## src/rtl/txd_pkg.sv

```systemverilog
package txd_pkg;
  // flag positions inside the 16-bit flag half of descriptor word 0
  localparam int FLAG_READY = 15;
  localparam int FLAG_WRAP  = 13;
  localparam int FLAG_LAST  = 11;
  localparam int FLAG_BASE  = 16;
  localparam int DESC_STEP  = 8;
  localparam int WORD_W     = 32;

  typedef enum logic [3:0] {
    S_IDLE,
    S_RDW0,
    S_GETW0,
    S_RDW1,
    S_GETW1,
    S_FETCH,
    S_LOAD,
    S_EMIT,
    S_WBACK
  } walk_state_t;
endpackage

```

## src/rtl/txd_ring_ptr.sv

```systemverilog
module txd_ring_ptr #(
  parameter int AW = 32
) (
  input  logic          clk,
  input  logic          rst_n,
  input  logic          base_wr,
  input  logic [AW-1:0] base_data,
  input  logic          adv,
  input  logic          wrap,
  output logic [AW-1:0] ptr
);
  localparam logic [AW-1:0] STEP  = AW'(txd_pkg::DESC_STEP);
  localparam logic [AW-1:0] ALIGN = ~AW'(3);

  logic [AW-1:0] base_q, base_d;
  logic [AW-1:0] ptr_q, ptr_d;

  always_comb begin
    base_d = base_q;
    ptr_d  = ptr_q;
    if (base_wr) begin
      base_d = base_data & ALIGN;
      ptr_d  = base_data & ALIGN;
    end else if (adv) begin
      ptr_d = wrap ? base_q : ptr_q + STEP;
    end
  end

  always_ff @(posedge clk or negedge rst_n) begin
    if (!rst_n) begin
      base_q <= '0;
      ptr_q  <= '0;
    end else begin
      base_q <= base_d;
      ptr_q  <= ptr_d;
    end
  end

  assign ptr = ptr_q;
endmodule

```

## src/rtl/txd_frame_acct.sv

```systemverilog
module txd_frame_acct #(
  parameter int MAX_FRAME = 2048,
  parameter int LEN_W     = 16
) (
  input  logic             clk,
  input  logic             rst_n,
  input  logic [LEN_W-1:0] len_in,
  input  logic             commit,
  input  logic             last,
  output logic [LEN_W-1:0] eff_len,
  output logic             clipped
);
  localparam int CW = $clog2(MAX_FRAME + 1);

  logic [CW-1:0] cnt_q, cnt_d;
  logic [31:0]   room;

  always_comb begin
    room = 32'(MAX_FRAME) - 32'(cnt_q);
    if (32'(len_in) > room) begin
      eff_len = LEN_W'(room);
      clipped = 1'b1;
    end else begin
      eff_len = len_in;
      clipped = 1'b0;
    end
  end

  always_comb begin
    cnt_d = cnt_q;
    if (commit) cnt_d = last ? '0 : cnt_q + CW'(eff_len);
  end

  always_ff @(posedge clk or negedge rst_n) begin
    if (!rst_n) cnt_q <= '0;
    else        cnt_q <= cnt_d;
  end
endmodule

```

## src/rtl/txd_ring_engine.sv

```systemverilog
module txd_ring_engine #(
  parameter int AW        = 32,
  parameter int MAX_FRAME = 2048,
  parameter int LEN_W     = 16
) (
  input  logic          clk,
  input  logic          rst_n,
  input  logic          mac_en,
  input  logic          go_strobe,
  input  logic          base_wr,
  input  logic [AW-1:0] base_data,
  output logic          mem_req,
  output logic          mem_we,
  output logic [AW-1:0] mem_addr,
  output logic [31:0]   mem_wdata,
  input  logic [31:0]   mem_rdata,
  output logic          tx_valid,
  output logic [7:0]    tx_data,
  output logic          tx_last,
  output logic          ev_txb,
  output logic          ev_txf,
  output logic          ev_babt
);
  import txd_pkg::*;

  localparam int RDY_BIT = FLAG_BASE + FLAG_READY;
  localparam int WRP_BIT = FLAG_BASE + FLAG_WRAP;
  localparam int LST_BIT = FLAG_BASE + FLAG_LAST;
  localparam logic [AW-1:0]    WORD1_OFS = AW'(4);
  localparam logic [LEN_W-1:0] ONE       = LEN_W'(1);

  walk_state_t      st_q, st_d;
  logic             pend_q, pend_d;
  logic [31:0]      w0_q, w0_d;
  logic [AW-1:0]    ba_q, ba_d;
  logic [LEN_W-1:0] rem_q, rem_d;
  logic [31:0]      word_q, word_d;
  logic             clip_q, clip_d;

  logic             accept, adv, desc_last, clipped;
  logic [LEN_W-1:0] eff_len;
  logic [AW-1:0]    ptr;

  assign accept    = go_strobe & mac_en;
  assign desc_last = w0_q[LST_BIT];

  txd_ring_ptr #(.AW(AW)) u_ptr (
    .clk(clk), .rst_n(rst_n), .base_wr(base_wr), .base_data(base_data),
    .adv(adv), .wrap(w0_q[WRP_BIT]), .ptr(ptr)
  );

  txd_frame_acct #(.MAX_FRAME(MAX_FRAME), .LEN_W(LEN_W)) u_acct (
    .clk(clk), .rst_n(rst_n), .len_in(w0_q[LEN_W-1:0]),
    .commit(st_q == S_WBACK), .last(desc_last),
    .eff_len(eff_len), .clipped(clipped)
  );

  always_comb begin
    st_d      = st_q;
    pend_d    = pend_q | ((st_q != S_IDLE) & accept);
    w0_d      = w0_q;
    ba_d      = ba_q;
    rem_d     = rem_q;
    word_d    = word_q;
    clip_d    = clip_q;
    mem_req   = 1'b0;
    mem_we    = 1'b0;
    mem_addr  = ptr;
    mem_wdata = '0;
    tx_valid  = 1'b0;
    tx_data   = '0;
    tx_last   = 1'b0;
    ev_txb    = 1'b0;
    ev_txf    = 1'b0;
    ev_babt   = 1'b0;
    adv       = 1'b0;
    case (st_q)
      S_IDLE: if (accept) st_d = S_RDW0;
      S_RDW0: begin
        mem_req = 1'b1;
        st_d    = S_GETW0;
      end
      S_GETW0: begin
        w0_d = mem_rdata;
        if (mem_rdata[RDY_BIT]) begin
          st_d = S_RDW1;
        end else begin
          st_d   = (pend_q | accept) ? S_RDW0 : S_IDLE;
          pend_d = 1'b0;
        end
      end
      S_RDW1: begin
        mem_req  = 1'b1;
        mem_addr = ptr + WORD1_OFS;
        st_d     = S_GETW1;
      end
      S_GETW1: begin
        ba_d   = mem_rdata[AW-1:0];
        rem_d  = eff_len;
        clip_d = clipped;
        st_d   = (eff_len == '0) ? S_WBACK : S_FETCH;
      end
      S_FETCH: begin
        mem_req  = 1'b1;
        mem_addr = {ba_q[AW-1:2], 2'b00};
        st_d     = S_LOAD;
      end
      S_LOAD: begin
        word_d = mem_rdata;
        st_d   = S_EMIT;
      end
      S_EMIT: begin
        tx_valid = 1'b1;
        tx_data  = word_q[{ba_q[1:0], 3'b000} +: 8];
        tx_last  = (rem_q == ONE) & desc_last;
        ba_d     = ba_q + AW'(1);
        rem_d    = rem_q - ONE;
        if (rem_q == ONE)          st_d = S_WBACK;
        else if (ba_q[1:0] == 2'd3) st_d = S_FETCH;
      end
      S_WBACK: begin
        mem_req   = 1'b1;
        mem_we    = 1'b1;
        mem_wdata = w0_q & ~(32'd1 << RDY_BIT);
        ev_txb    = 1'b1;
        ev_txf    = desc_last;
        ev_babt   = clip_q;
        adv       = 1'b1;
        st_d      = S_RDW0;
      end
      default: st_d = S_IDLE;
    endcase
  end

  always_ff @(posedge clk or negedge rst_n) begin
    if (!rst_n) begin
      st_q   <= S_IDLE;
      pend_q <= 1'b0;
      w0_q   <= '0;
      ba_q   <= '0;
      rem_q  <= '0;
      word_q <= '0;
      clip_q <= 1'b0;
    end else begin
      st_q   <= st_d;
      pend_q <= pend_d;
      w0_q   <= w0_d;
      ba_q   <= ba_d;
      rem_q  <= rem_d;
      word_q <= word_d;
      clip_q <= clip_d;
    end
  end
endmodule

```

## config.mk

```make
export PLATFORM = sky130hd
export DESIGN_NAME = txd_ring_engine
export DESIGN_NICKNAME = d
export VERILOG_FILES = /design/src/rtl/txd_pkg.sv /design/src/rtl/txd_ring_ptr.sv /design/src/rtl/txd_frame_acct.sv /design/src/rtl/txd_ring_engine.sv
export SDC_FILE = /design/constraint.sdc
export NUM_CORES = 1
export LEC_CHECK = 0
export BUFFER_PORTS_ARGS = -buffer_cell sky130_fd_sc_hd__buf_2
export CAP_MARGIN = 40
export CORE_MARGIN = 4
export CORE_UTILIZATION = 50
export CTS_BUF_LIST = sky130_fd_sc_hd__clkbuf_4
export DETAILED_ROUTE_END_ITERATION = 10
export PLACE_DENSITY = 0.79
export SLEW_MARGIN = 20
export SYNTH_ARGS = -nofsm -noshare
export SYNTH_HDL_FRONTEND = slang
export SYNTH_SLANG_ARGS = --single-unit
```

## constraint.sdc

```tcl
create_clock -name clk -period 6.4 [get_ports clk]
set_clock_uncertainty 0.2 [all_clocks]
set_input_delay 0.32 -clock clk [delete_from_list [all_inputs] [get_ports clk]]
set_output_delay 0.32 -clock clk [all_outputs]
set_load 0.02 [all_outputs]
```

# [Word level (Yosys, flattened, before mapping)]
# Index checks and enable logic that the tools add are counted.
[totals] register_bits=191
[classes] add_sub_neg=6 order_cmp=1 n_eq_ne=12 shifts=1 n_mux=26 bitwise=5 n_reduce_logical=7
[ops] cell="$pmux 32 s2" n=2
[ops] cell="$mux 32" n=3
[ops] cell="$pmux 4 s9" n=1
[ops] cell="$add 32x1->32 const B" n=1
[ops] cell="$add 32x3->32 const B" n=1
[ops] cell="$add 32x4->32 const B" n=1
[ops] cell="$gt 16x32->1" n=1
[ops] cell="$pmux 16 s2" n=1
[ops] cell="$shiftx 32x6->8" n=1
[ops] cell="$mux 31" n=1
[ops] cell="$eq 16x1->1 const B" n=1
[ops] cell="$eq 4x3->1 const B" n=4
[ops] cell="$logic_not 16->1" n=1
[ops] cell="$mux 16" n=1
[ops] cell="$mux 4" n=4
[ops] cell="$sub 16x1->16 const B" n=1
[ops] cell="$sub 12x12->13 const A" n=1
[ops] cell="$add 12x12->12" n=1
[ops] cell="$mux 12" n=1
[ops] cell="$mux 1" n=10
[ops] cell="$eq 4x2->1 const B" n=2
[ops] cell="$mux 8" n=1
[ops] cell="$eq 4x1->1 const B" n=1
[ops] cell="$eq 4x4->1 const B" n=1
[ops] cell="other kinds (11)" n=15

# [Longest topological paths before layout]
# Gate-level depths: netlist of the first run.
[logic_depth] depth_word=6 depth_mapped=28 depth_no_buf=26

# [Modules after synthesis]
# Synthesis of the first run repeated with hierarchy kept, for this count alone.
[hier_totals] cells_unflattened=1329 hier_area_um2=12255.5
[modules_own_cells] module="txd_ring_engine" instances=1 cells_per_inst=730 area_per_inst_um2=6993.0 seq_area_each_um2=2927.8
[modules_own_cells] module="txd_ring_ptr" instances=1 cells_per_inst=395 area_per_inst_um2=3533.4 seq_area_each_um2=1501.4
[modules_own_cells] module="txd_frame_acct" instances=1 cells_per_inst=204 area_per_inst_um2=1729.2 seq_area_each_um2=300.3

# [Worst setup path before layout of the first run]
# OpenSTA, ideal clock, no wires.
[synth_path] path_kind="register to register" startpoint="register u_acct.cnt_q[2]" endpoint="register u_acct.cnt_q[10]" setup_ps=110 t_arrival_ps=5071 path_slack_ps=1019 stages_incl_launch_ff=28 synth_period_minus_slack_ps=5381 path_cell_list="dfrtp_1 > buf_6 > nor3_1 > nand2_1 > or3_1 > nor3_1 > xnor2_1 > inv_1 > ha_1 > a211oi_1 > nor2_1 > mux2i_1 > a211o_1 > a31oi_4 > buf_4 > o21ai_0 > ha_1 > inv_1 > fa_1 > nor2b_1 > o21ai_0 > a21boi_0 > o21ai_0 > a21boi_0 > o21ai_0 > a21oi_1 > nor3_1 > o41ai_1"
[synth_via] elab_chain_cells=5
[synth_rtl] element="start: declaration" line="txd_frame_acct.sv:15" rtl="logic [CW-1:0] cnt_q, cnt_d;"
[synth_rtl] element="start signal: assignment" line="txd_frame_acct.sv:36" rtl="else cnt_q <= cnt_d;"
[synth_rtl] element="$sub 12x12->13" line="txd_frame_acct.sv:19" rtl="room = 32'(MAX_FRAME) - 32'(cnt_q);"
[synth_rtl] element="$gt 16x32->1" line="txd_frame_acct.sv:20" rtl="if (32'(len_in) > room) begin"
[synth_rtl] element="$mux 16" line="txd_frame_acct.sv:20"
[synth_rtl] element="$add 12x12->12 (*)" line="txd_frame_acct.sv:31" rtl="if (commit) cnt_d = last ? '0 : cnt_q + CW'(eff_len);"
[synth_rtl] element="$mux 12 (*)" line="txd_frame_acct.sv:31"
# Mark *: on every way between the ends. The rest lies on a longest branch, timed or not.
# A chain may end at the register's enable or synchronous reset.

# [Worst setup path after layout of the first run]
# Ends and elaborated chain as after synthesis.

==> summary.txt, run 1 <==
Synth
  • Synth unique cells: a little under 70
  • Number of flops mapped to enable cells by yosys: 0
  • Post-Synthesis Cells: about 1300
  • Top_reg_cell synth: dfrtp_1
  • Area of the mapped netlist: between 0.01 and 0.015 mm²
  • Sequential area share after synthesis: 40.6%
  • Yosys warning total: 0
  • Synthesized area per cell: 8.83 µm²
  • Yosys reg bits: between 150 and 200
  • Fraction of registers with async set or reset after synthesis: between 90% and 100%

Timing
  • RSZ-0062 raised after global routing: no
  • Fmax achieved: between 0.15 and 0.2 GHz
  • Max-slew headroom: slightly below 50%
  • Tmin final: approximately 5.9 ns
  • Post-route setup TNS: 0 ns
  • Hold Violations, Final: 0
  • Final Cycle Share: between 90% and 100%
  • Max Slew Vio Count: 0
  • Setup violations, final: 0
  • Slew @ Worst Pin: 0.749 ns

Placed design
  • Dpl hpwl: between 20000 and 30000 µm
  • Cell Area, Placed: between 0.01 and 0.015 mm²
  • RePlAce Congestion: 0.975
  • PortBufs: between 100 and 150

CTS
  • TritonCTS Buffers: 17
  • Clock transition at path regs: about 0.19 ns
  • CTS root buffer: clkbuf_4
  • H-tree depth: 4
  • CTS max path bufs: 2
  • CTS tree: yes
  • Skew-Pair Late Insertion Delay: roughly 0.64 ns
  • Clk sinks: around 190

Setup path
  • Reg2reg setup slack: 0.54 ns
  • Critical Path End Type: register
  • FF-to-FF Start: u_acct.cnt_q[2]$_DFFE_PN0P_
  • Arrival time worst endpoint: just over 6 ns
  • Crit start category: register
  • R2r worst-path depth: 25
  • FF-to-FF End: u_acct.cnt_q[10]$_DFFE_PN0P_
  • CP endpoint: u_acct.cnt_q[10]$_DFFE_PN0P_
  • WS Path Type: register to register
  • CP Max Fanout: 9
  • Req. time, crit path: 6.73 ns
  • Setup crit start: u_acct.cnt_q[2]$_DFFE_PN0P_

Detailed routing
  • Final wirelength: roughly 36000 µm
  • 1st-pass router iterations: 8
  • Wire length per cell: about 20 µm
  • DRC: 0
  • Via density: roughly 6.2
  • Via count: approximately 11000
  • Final ANT Viol Nets: 0
  • Starting DRC count in detailed routing: 1179

Global routing
  • GR met3 Demand/Resource: 7.47%
  • Antenna violations before repair: 2
  • Global Route Usage Sum: 27.3%
  • First-pass GRT wire length: between 50000 and 60000 µm
  • Grt ovf: 0
  • Vias in the first global route: 10600
  • Met2 Use GR: approximately 43%
  • GR Util met1: between 30 and 40%
  • Most used routing layer: met2
  • Pin count of the biggest net entering global routing: 94

Layout
  • Syn-to-layout area delta: 17.3%
  • Layout Nets: roughly 1600
  • Share of cells above drive strength 1: 19.9%
  • Fin area: approximately 0.014 mm²

Run status
  • Status: finished, final reports clean

Job
  • Max-cap violation count: 0

Floorplanning
  • Rows: 55
  • Core area: ~0.023 mm²
  • DIE WIDTH: around 160 µm
  • Starting density of the core: between 50% and 60%
  • Die area: ~0.026 mm²
  • Ports: between 100 and 150
  • Die height: about 160 µm

Power and ir drop
  • Pwr Density: 372 mW/mm²
  • Max VDD drop: 0.198 mV
  • Static Leakage: about 6.1 nW

Hold path
  • Min-delay worst type: primary input to register
critical path, stage by stage, from the launching register on:
cell      delay (ns)
dfrtp_1         0.54
nor3_2          0.29
nand2_1         0.14
or3_1           0.36
nor3_1          0.19
xnor2_1         0.16
inv_1           0.08
ha_1            0.31
a211oi_1        0.31
nor2_1          0.07
mux2i_1         0.15
a211o_1         0.18
a31oi_4         0.16
o21ai_0         0.28
ha_1            0.24
inv_1           0.06
fa_1            0.38
nor2b_1         0.15
o21ai_0         0.12
a21boi_0        0.26
o21ai_0         0.13
a21boi_0        0.25
o21ai_0         0.17
a21oi_1         0.23
nor3_1          0.07
o41ai_1         0.31
worst min-delay path by stage:
stage	from	endpoint	slack, ns	cells past startpoint
after floorplan	rst_n	ba_q[0]$_DFFE_PN0P_	-0.18	0
after global placement	clip_q$_DFFE_PN0P_	clip_q$_DFFE_PN0P_	0.28	2
after detailed placement	rst_n	u_acct.cnt_q[10]$_DFFE_PN0P_	0.1	1
after CTS	go_strobe	st_q[0]$_DFFE_PN0P_	0.009	5
after global routing	go_strobe	st_q[0]$_DFFE_PN0P_	0.08	5
final	go_strobe	st_q[0]$_DFFE_PN0P_	0.03	5
per-layer routing:
metal | share of wire, % | vias to the layer above | routed length [µm]
li1 | - | 5146 | -
met1 | 40 | 5376 | 14500
met4 | 3.3 | 0 | 1170
met2 | 47 | 587 | 16900
met5 | 0 | - | 0
met3 | 9.7 | 91 | 3490
layout by cell type, fill, tap and decap left out, drive strengths merged, types with 10 or more instances in the layout:
master	synthesis	layout
dfrtp	189	189
nand2	171	171
buf	18	163
o21ai	127	127
nor2	81	81
mux2	71	71
inv	63	69
dlygate4sd3	0	66
a21oi	64	64
and3	48	48
nand3	48	48
nor3	39	39
ha	32	32
o211ai	30	30
o311ai	28	28
a221o	23	23
nor4	19	19
clkbuf	73	18
a31oi	13	13
xnor2	12	12
or3	11	11
clkinv	2	11
and2	10	10
stage by stage:
step	power [W]	worst slack (ns)	util (%)	instances	hold slack (ns)
after CTS	0.00500	0.435	59.9	1803	0.00921
after floorplan	0.00354	1.02	-	1320	-0.176
after global placement	0.00416	0.661	55.0	1698	0.276
after global routing	0.00538	0.0700	59.9	1806	0.0764
final	0.00508	0.545	59.9	1806	0.0282
after detailed placement	0.00427	0.484	55.5	1704	0.0954
synth_stat cells (8+ instances only):
master,count,share of area (%)
or3_1,11,0.59
nand3_1,48,2.1
inv_1,63,2.0
and2_1,10,0.54
a31oi_1,12,0.64
xnor2_1,12,0.90
o22ai_1,9,0.48
nor3b_1,8,0.52
buf_1,8,0.26
dfrtp_1,189,41
nor4_1,18,0.97
o311ai_0,28,2.1
nand2_1,171,5.5
nand4_1,9,0.48
a221o_1,23,2.0
a22oi_1,9,0.58
clkbuf_1,73,2.4
or4_1,8,0.52
and3_1,48,2.6
o211ai_1,30,1.9
ha_1,32,3.4
a21oi_1,64,2.8
nor3_1,39,1.7
o21ai_0,127,5.5
mux4_2,8,1.5
nor2_1,81,2.6
mux2_2,71,6.9
sequential cells by signal, summed over array words and instances (netlist names):
register,count
u_ptr.ptr,30
st_q,4
rem_q,16
pend_q,1
u_ptr.base_q,30
u_acct.cnt_q,12
word_q,32
clip_q,1
ba_q,32
w0_q,31
cell type report:
cell class                      instances  area, µm²
Antenna cell                            2       5.00
Clock buffer                           17        128
Clock inverter                         15        190
Fill cell                            1883       9120
Inverter                               65        244
Multi-Input combinational cell        975       6330
Sequential cell                       189       4730
Tap cell                              313        392
Timing Repair Buffer                  230       1630
timing repair:
action,4_1_cts,5_1_grt
hold endpoints to repair,290,0
setup buffers,0,0
setup endpoints to repair,0,1
hold buffers,67,0
gates resized for setup,0,2
where the power goes:
group	internal, W	switching [W]
combinational	0.000996	0.00128
clock	0.000190	0.000518
sequential	0.00159	0.000505
cell families (layout without fill, tap and decap cells):
logic type / Yosys count / after routing / share of synthesized area [%]
simple gates: 477 / 477 / 19.8
compound gates: 358 / 358 / 20.1
flops: 189 / 189 / 40.6
buf+inv: 156 / 327 / 5.32
mux: 86 / 86 / 9.02
fa+ha+maj: 33 / 33 / 3.61
xor+xnor: 18 / 18 / 1.47
other cells: 1 / 5 / 0.0322
Power figures use the tool's default switching activity.
==> inputs of run 2 (changes only) <==
--- a/config.mk
+++ b/config.mk
@@ -12,6 +12,7 @@
 export CTS_BUF_LIST = sky130_fd_sc_hd__clkbuf_4
 export DETAILED_ROUTE_END_ITERATION = 10
 export PLACE_DENSITY = 0.79
+export RECOVER_POWER = 100
 export SLEW_MARGIN = 20
 export SYNTH_ARGS = -nofsm -noshare
 export SYNTH_HDL_FRONTEND = slang
==> run 2 against run 1 <==
The run now ends with max-capacitance violations, max-slew violations left. Die area is the same. Via count is essentially flat. Flip-flop and latch count is the same. Final area shrank 1.5%. Non-clock buffer count is the same. First-iteration DRC count grew 2.5%. Register-to-register slack lost 0.04 ns. Sequential power is essentially flat. Routed wire length shrank 0.56%.
==> summary.txt, run 2 (same netlist as run 1, synthesis figures left out) <==
CTS
  • CTS root buffer: clkbuf_4
  • CTS max path bufs: 2
  • CTS tree: yes
  • Clk sinks: roughly 190
  • Skew-Pair Late Insertion Delay: between 0.6 and 0.7 ns
  • H-tree depth: 4
  • TritonCTS Buffers: 17
  • Clock transition at path regs: 0.19 ns
  • Setup Fix Bufs, Post-CTS: 0

Detailed routing
  • Wire length per cell: about 20 µm
  • Via density: roughly 6.2
  • Final wirelength: between 30000 and 40000 µm
  • Starting DRC count in detailed routing: about 1200
  • Via count: between 10000 and 15000
  • Final ANT Viol Nets: 0
  • DRC: 0
  • 1st-pass router iterations: 6

Setup path
  • CP Max Fanout: 9
  • Reg2reg setup slack: approximately 0.51 ns
  • CP endpoint: u_acct.cnt_q[10]$_DFFE_PN0P_
  • Critical Path End Type: register
  • FF-to-FF Start: u_acct.cnt_q[2]$_DFFE_PN0P_
  • FF-to-FF End: u_acct.cnt_q[10]$_DFFE_PN0P_
  • Crit start category: register
  • Setup crit start: u_acct.cnt_q[2]$_DFFE_PN0P_
  • Arrival time worst endpoint: between 6 and 7 ns
  • Req. time, crit path: roughly 6.7 ns
  • WS Path Type: register to register
  • R2r worst-path depth: 25

Power and ir drop
  • Internal: ~0.0027 W
  • Max VDD drop: between 0.2 and 0.25 mV
  • Tot Pwr: approximately 0.0050 W
  • Static Leakage: roughly 5.8 nW
  • Comb pwr share: approximately 45%
  • Flop pwr share: 41.5%
  • Pwr Density: around 370 mW/mm²
  • P_sw: ~0.0023 W
  • Clk pwr share: ~14%
  • Sw Share: a little under half

Global routing
  • First-pass GRT wire length: approximately 57000 µm
  • Grt ovf: 0
  • Global Route Usage Sum: a little over a quarter
  • Antenna violations before repair: 2
  • Vias in the first global route: approximately 11000
  • Pin count of the biggest net entering global routing: 94

Floorplanning
  • Die height: ~160 µm
  • Rows: between 50 and 60
  • Starting density of the core: about half
  • DIE WIDTH: about 160 µm
  • Ports: 148
  • Die area: 0.0258 mm²
  • Core area: ~0.023 mm²

Timing
  • Max-slew headroom: -120%
  • Final Cycle Share: approximately 92%
  • Max Slew Vio Count: around 310
  • Slew @ Worst Pin: about 3.3 ns
  • RSZ-0062 raised after global routing: no
  • Post-route setup TNS: 0 ns
  • Fmax achieved: about 0.17 GHz
  • Setup violations, final: 0
  • Hold Violations, Final: 0
  • Tmin final: between 5 and 6 ns

Layout
  • Multi-input gate area: 0.00632 mm²
  • Syn-to-layout area delta: 15.5%
  • Most common cell after layout, fill and taps aside: dfrtp_1
  • Most frequent cells in the layout: dfrtp_1, nand2_1, o21ai_0, buf_2, nor2_1
  • Largest registers: ba_q: 32 flops, word_q: 32 flops, w0_q: 31 flops
  • Sequential Area: 0.00473 mm²
  • Layout Nets: about 1600
  • Share of cells above drive strength 1: around 15%
  • Fillers: between 1500 and 2000

Hold path
  • Min-delay worst type: primary input to register

Placed design
  • RePlAce Congestion: between 0.9 and 1
  • Dpl hpwl: 25200 µm
  • PortBufs: about 140

Run status
  • Failing checks: max-capacitance violations, max-slew violations
  • Status: complete, but fails checks

Job
  • Max-cap violation count: 6
## run 2: cell count changes in the layout (fill, tap and decap cells not counted), sizes merged
cell / before / now
buf: 163 / 93
clkbuf: 18 / 87
clkdlybuf4s25: 0 / 1
## run 2: final cells by class
cell class / count / area share [%]
clock buffer: 17 / 0.949
timing repair buffer: 230 / 10.7
tap: 313 / 2.91
clock inverter: 15 / 1.41
inverter: 65 / 1.81
sequential: 189 / 35.2
multi-input combinational: 975 / 47.0
antenna: 2 / 0.0372
## run 2: per-stage QoR
step / instance area, µm² / util (%) / hold WS, ns / cells / worst slack, ns
final: 13500 / 59.0 / 0.0359 / 1806 / 0.508
after CTS: 13600 / 59.9 / 0.00921 / 1803 / 0.435
after detailed placement: 12600 / 55.5 / 0.0954 / 1704 / 0.484
after floorplan: 11700 / - / -0.176 / 1320 / 1.02
after global routing: 13500 / 59.0 / 0.0767 / 1806 / 0.0510
after global placement: 12500 / 55.0 / 0.276 / 1698 / 0.661
## run 2: worst min-delay path by stage
stage / from / end / cells past startpoint
after detailed placement: rst_n / u_acct.cnt_q[10]$_DFFE_PN0P_ / 1
after global routing: go_strobe / st_q[0]$_DFFE_PN0P_ / 5
after floorplan: rst_n / ba_q[0]$_DFFE_PN0P_ / 0
after CTS: go_strobe / st_q[0]$_DFFE_PN0P_ / 5
after global placement: clip_q$_DFFE_PN0P_ / clip_q$_DFFE_PN0P_ / 2
final: go_strobe / st_q[0]$_DFFE_PN0P_ / 5
## run 2: timing repair
item	4_1_cts	5_1_grt
gates resized for setup	0	2
setup endpoints to repair	0	1
hold endpoints to repair	290	0
hold buffers	67	0
## run 2: power by group through the flow
stage	combinational, W	sequential [W]	clock (W)
5_1_grt	0.00244	0.00213	0.000762
3_3_place_gp	0.00210	0.00207	0
6_report	0.00223	0.00209	0.000705
2_1_floorplan	0.00171	0.00184	0
4_1_cts	0.00223	0.00206	0.000708
3_5_place_dp	0.00218	0.00209	0
## run 2: routing by layer
layer	routed length (µm)	share of wire, %	global-route usage, %
met1	14400	40	36.2
met2	16900	47	43.2
met4	1160	3.2	9.89
met3	3400	9.5	7.47
met5	0	0	0
## run 2: worst max-delay path, cell delays in order, from the launching register on
cell      delay, ns
dfrtp_1        0.53
nor3_2         0.29
nand2_1        0.14
or3_1          0.36
nor3_1         0.19
xnor2_1        0.17
inv_1          0.08
ha_1           0.31
a211oi_1       0.31
nor2_1         0.07
mux2i_1        0.15
a211o_1        0.18
a31oi_4        0.16
o21ai_0        0.28
ha_1           0.24
inv_1          0.06
fa_1           0.38
nor2b_1        0.15
o21ai_0        0.12
a21boi_0       0.26
o21ai_0        0.14
a21boi_0       0.26
o21ai_0        0.17
a21oi_1        0.23
nor3_1         0.07
o41ai_1        0.31
==> inputs of run 3 (changes only) <==
--- a/config.mk
+++ b/config.mk
@@ -13,6 +13,7 @@
 export DETAILED_ROUTE_END_ITERATION = 10
 export PLACE_DENSITY = 0.79
 export RECOVER_POWER = 100
+export SETUP_SLACK_MARGIN = 0.02
 export SLEW_MARGIN = 20
 export SYNTH_ARGS = -nofsm -noshare
 export SYNTH_HDL_FRONTEND = slang
==> constraint.sdc (replaced) <==
create_clock -name clk -period 7 [get_ports clk]
set_clock_uncertainty 0.2 [all_clocks]
set_input_delay 0.35 -clock clk [delete_from_list [all_inputs] [get_ports clk]]
set_output_delay 0.35 -clock clk [all_outputs]
set_load 0.02 [all_outputs]
==> run 3 against run 2 <==
Fmax down 5.4%. Core utilization down 0.22 points. Routed wire length down 1.6%. Count of clock-buffer cells in the layout unchanged. Largest power group unchanged. Sequential power down 9%. The flow still finishes with violations (max-capacitance violations, max-slew violations). Die area unchanged. Largest cell class unchanged. Global-route usage down 0.48 points.
==> summary.txt, run 3 (same netlist as run 1, synthesis figures left out) <==
Setup path
  • Setup crit start: u_acct.cnt_q[2]$_DFFE_PN0P_
  • Reg2reg setup slack: between 0.7 and 0.8 ns
  • CP Max Fanout: 17
  • Req. time, crit path: between 7 and 8 ns
  • Slowest cell delay on critical path: around 0.52 ns
  • Critical Path End Type: register
  • Arrival time worst endpoint: 6.55 ns
  • Crit start category: register
  • FF-to-FF Start: u_acct.cnt_q[2]$_DFFE_PN0P_
  • Crit-path most repeated cell: o21ai_0
  • CP endpoint: u_acct.cnt_q[10]$_DFFE_PN0P_
  • FF-to-FF End: u_acct.cnt_q[10]$_DFFE_PN0P_
  • R2r worst-path depth: 26
  • WS Path Type: register to register
  • Critical-path top delay cell: dfrtp_1

Layout
  • Largest registers: ba_q: 32 flops, word_q: 32 flops, w0_q: 31 flops
  • Layout Cells excl Fill: roughly 1800
  • Layout Nets: 1576
  • Share of cells above drive strength 1: 13.4%
  • Most common cell after layout, fill and taps aside: dfrtp_1
  • Most frequent cells in the layout: dfrtp_1, nand2_1, o21ai_0, nor2_1, clkbuf_1
  • Syn-to-layout area delta: 15.1%
  • Fin area: between 0.01 and 0.015 mm²

Floorplanning
  • Ports: ~150
  • Rows: 55
  • Starting density of the core: between 50% and 60%
  • Die height: about 160 µm
  • DIE WIDTH: between 150 and 200 µm
  • Die area: 0.0258 mm²
  • Core area: around 0.023 mm²

CTS
  • H-tree depth: 4
  • CTS max path bufs: 2
  • CTS root buffer: clkbuf_4
  • Skew-Pair Late Insertion Delay: 0.64 ns
  • CTS tree: yes
  • Clock transition at path regs: about 0.20 ns
  • Setup Fix Bufs, Post-CTS: 0
  • TritonCTS Buffers: 17
  • Clk sinks: 189

Placed design
  • Placed cells: 1701
  • Dpl hpwl: between 20000 and 30000 µm
  • RePlAce Congestion: around 0.95
  • PortBufs: about 140
  • Place WS: 0.894 ns
  • Cell Area, Placed: approximately 0.013 mm²

Global routing
  • Grt ovf: 0
  • First-pass GRT wire length: approximately 56000 µm
  • Vias in the first global route: ~10000
  • Global Route Usage Sum: ~27%
  • Antenna violations before repair: 1
  • Pin count of the biggest net entering global routing: 94

Detailed routing
  • Via count: ~11000
  • Final wirelength: 35300 µm
  • WL met1: approximately 15000 µm
  • Via density: approximately 6.2
  • Wire length per cell: 19.6 µm
  • Met3 routed WL: around 3100 µm
  • 1st-pass router iterations: 6
  • DR top layer: met4
  • Starting DRC count in detailed routing: 1173
  • Met2 wire len: approximately 16000 µm
  • DRC: 0
  • Final ANT Viol Nets: 0

Timing
  • Final Cycle Share: between 80% and 90%
  • Fin worst setup slack: around 0.78 ns
  • Tmin final: a little over 6 ns
  • Post-route setup TNS: 0 ns
  • Fmax achieved: about 0.16 GHz
  • Slew @ Worst Pin: about 3.6 ns
  • Hold Violations, Final: 0
  • Max Slew Vio Count: approximately 340
  • RSZ-0062 raised after global routing: no
  • Max-slew headroom: -139%
  • Setup violations, final: 0

Hold path
  • Min-delay worst type: primary input to register

Job
  • Max-cap violation count: 6

Power and ir drop
  • Max VDD drop: about 0.19 mV
  • Tot Pwr: 0.00461 W
  • Static Leakage: between 5 and 6 nW
  • Pwr Density: between 300 and 400 mW/mm²

Run status
  • Status: complete, but fails checks
  • Failing checks: max-capacitance violations, max-slew violations
-- run 3: cell types whose count changed in the layout (fill, tap and decap cells not counted), sizes merged --
cell / delta
clkinv: -4
dlygate4sd3: -1
clkbuf: +11
clkdlybuf4s25: -1
buf: -13
inv: +4
diode: -1
-- run 3: through the flow --
step | hold slack (ns) | utilization, %
6_report | 0.0796 | 58.8
5_1_grt | 0.0738 | 58.8
4_1_cts | 0.0251 | 59.9
3_5_place_dp | 0.184 | 55.4
3_3_place_gp | 0.275 | 54.9
2_1_floorplan | -0.146 | -
-- run 3: final cells by class --
| type | instances | area (µm²) |
|---|---|---|
| Antenna cell | 1 | 2.50 |
| Clock buffer | 17 | 128 |
| Clock inverter | 15 | 228 |
| Fill cell | 1968 | 9380 |
| Inverter | 65 | 244 |
| Multi-Input combinational cell | 975 | 6310 |
| Sequential cell | 189 | 4730 |
| Tap cell | 313 | 392 |
| Timing Repair Buffer | 226 | 1360 |
-- run 3: worst min-delay path by stage --
| stage | from | endpoint | slack (ns) | depth (start not counted) |
|---|---|---|---|---|
| 4_1_cts | go_strobe | st_q[0]$_DFFE_PN0P_ | 0.03 | 5 |
| 3_5_place_dp | rst_n | u_acct.cnt_q[10]$_DFFE_PN0P_ | 0.18 | 1 |
| 2_1_floorplan | rst_n | ba_q[0]$_DFFE_PN0P_ | -0.15 | 0 |
| 5_1_grt | go_strobe | st_q[0]$_DFFE_PN0P_ | 0.07 | 5 |
| 6_report | go_strobe | st_q[0]$_DFFE_PN0P_ | 0.08 | 5 |
| 3_3_place_gp | pend_q$_DFF_PN0_ | pend_q$_DFF_PN0_ | 0.28 | 1 |
-- run 3: critical path: cells and delay by family (launching register included) --
kind / cells / cell delay [ns]
flops: 1 / 0.52
fa+ha+maj: 3 / 0.93
mux: 1 / 0.08
simple gates: 8 / 1.55
buf+inv: 2 / 0.15
compound gates: 11 / 2.49
xor+xnor: 1 / 0.17
-- run 3: where the power goes --
part | internal, W | switching (W)
Sequential | 0.00145 | 0.000462
Combinational | 0.000846 | 0.00115
Clock | 0.000194 | 0.000502
Total | 0.00249 | 0.00212
-- run 3: per-layer routing --
layer / GRT usage, % / up-vias
li1: - / 5127
met1: 36.6 / 5379
met2: 43.3 / 563
met3: 5.13 / 75
met4: 8.84 / 0
met5: 0 / -
-- run 3: what timing repair did --
item / 4_1_cts / 5_1_grt
endpoints found under the setup margin: 0 / 0
hold endpoints to repair: 289 / 0
hold buffers: 65 / 0
resized for setup: 0 / 0
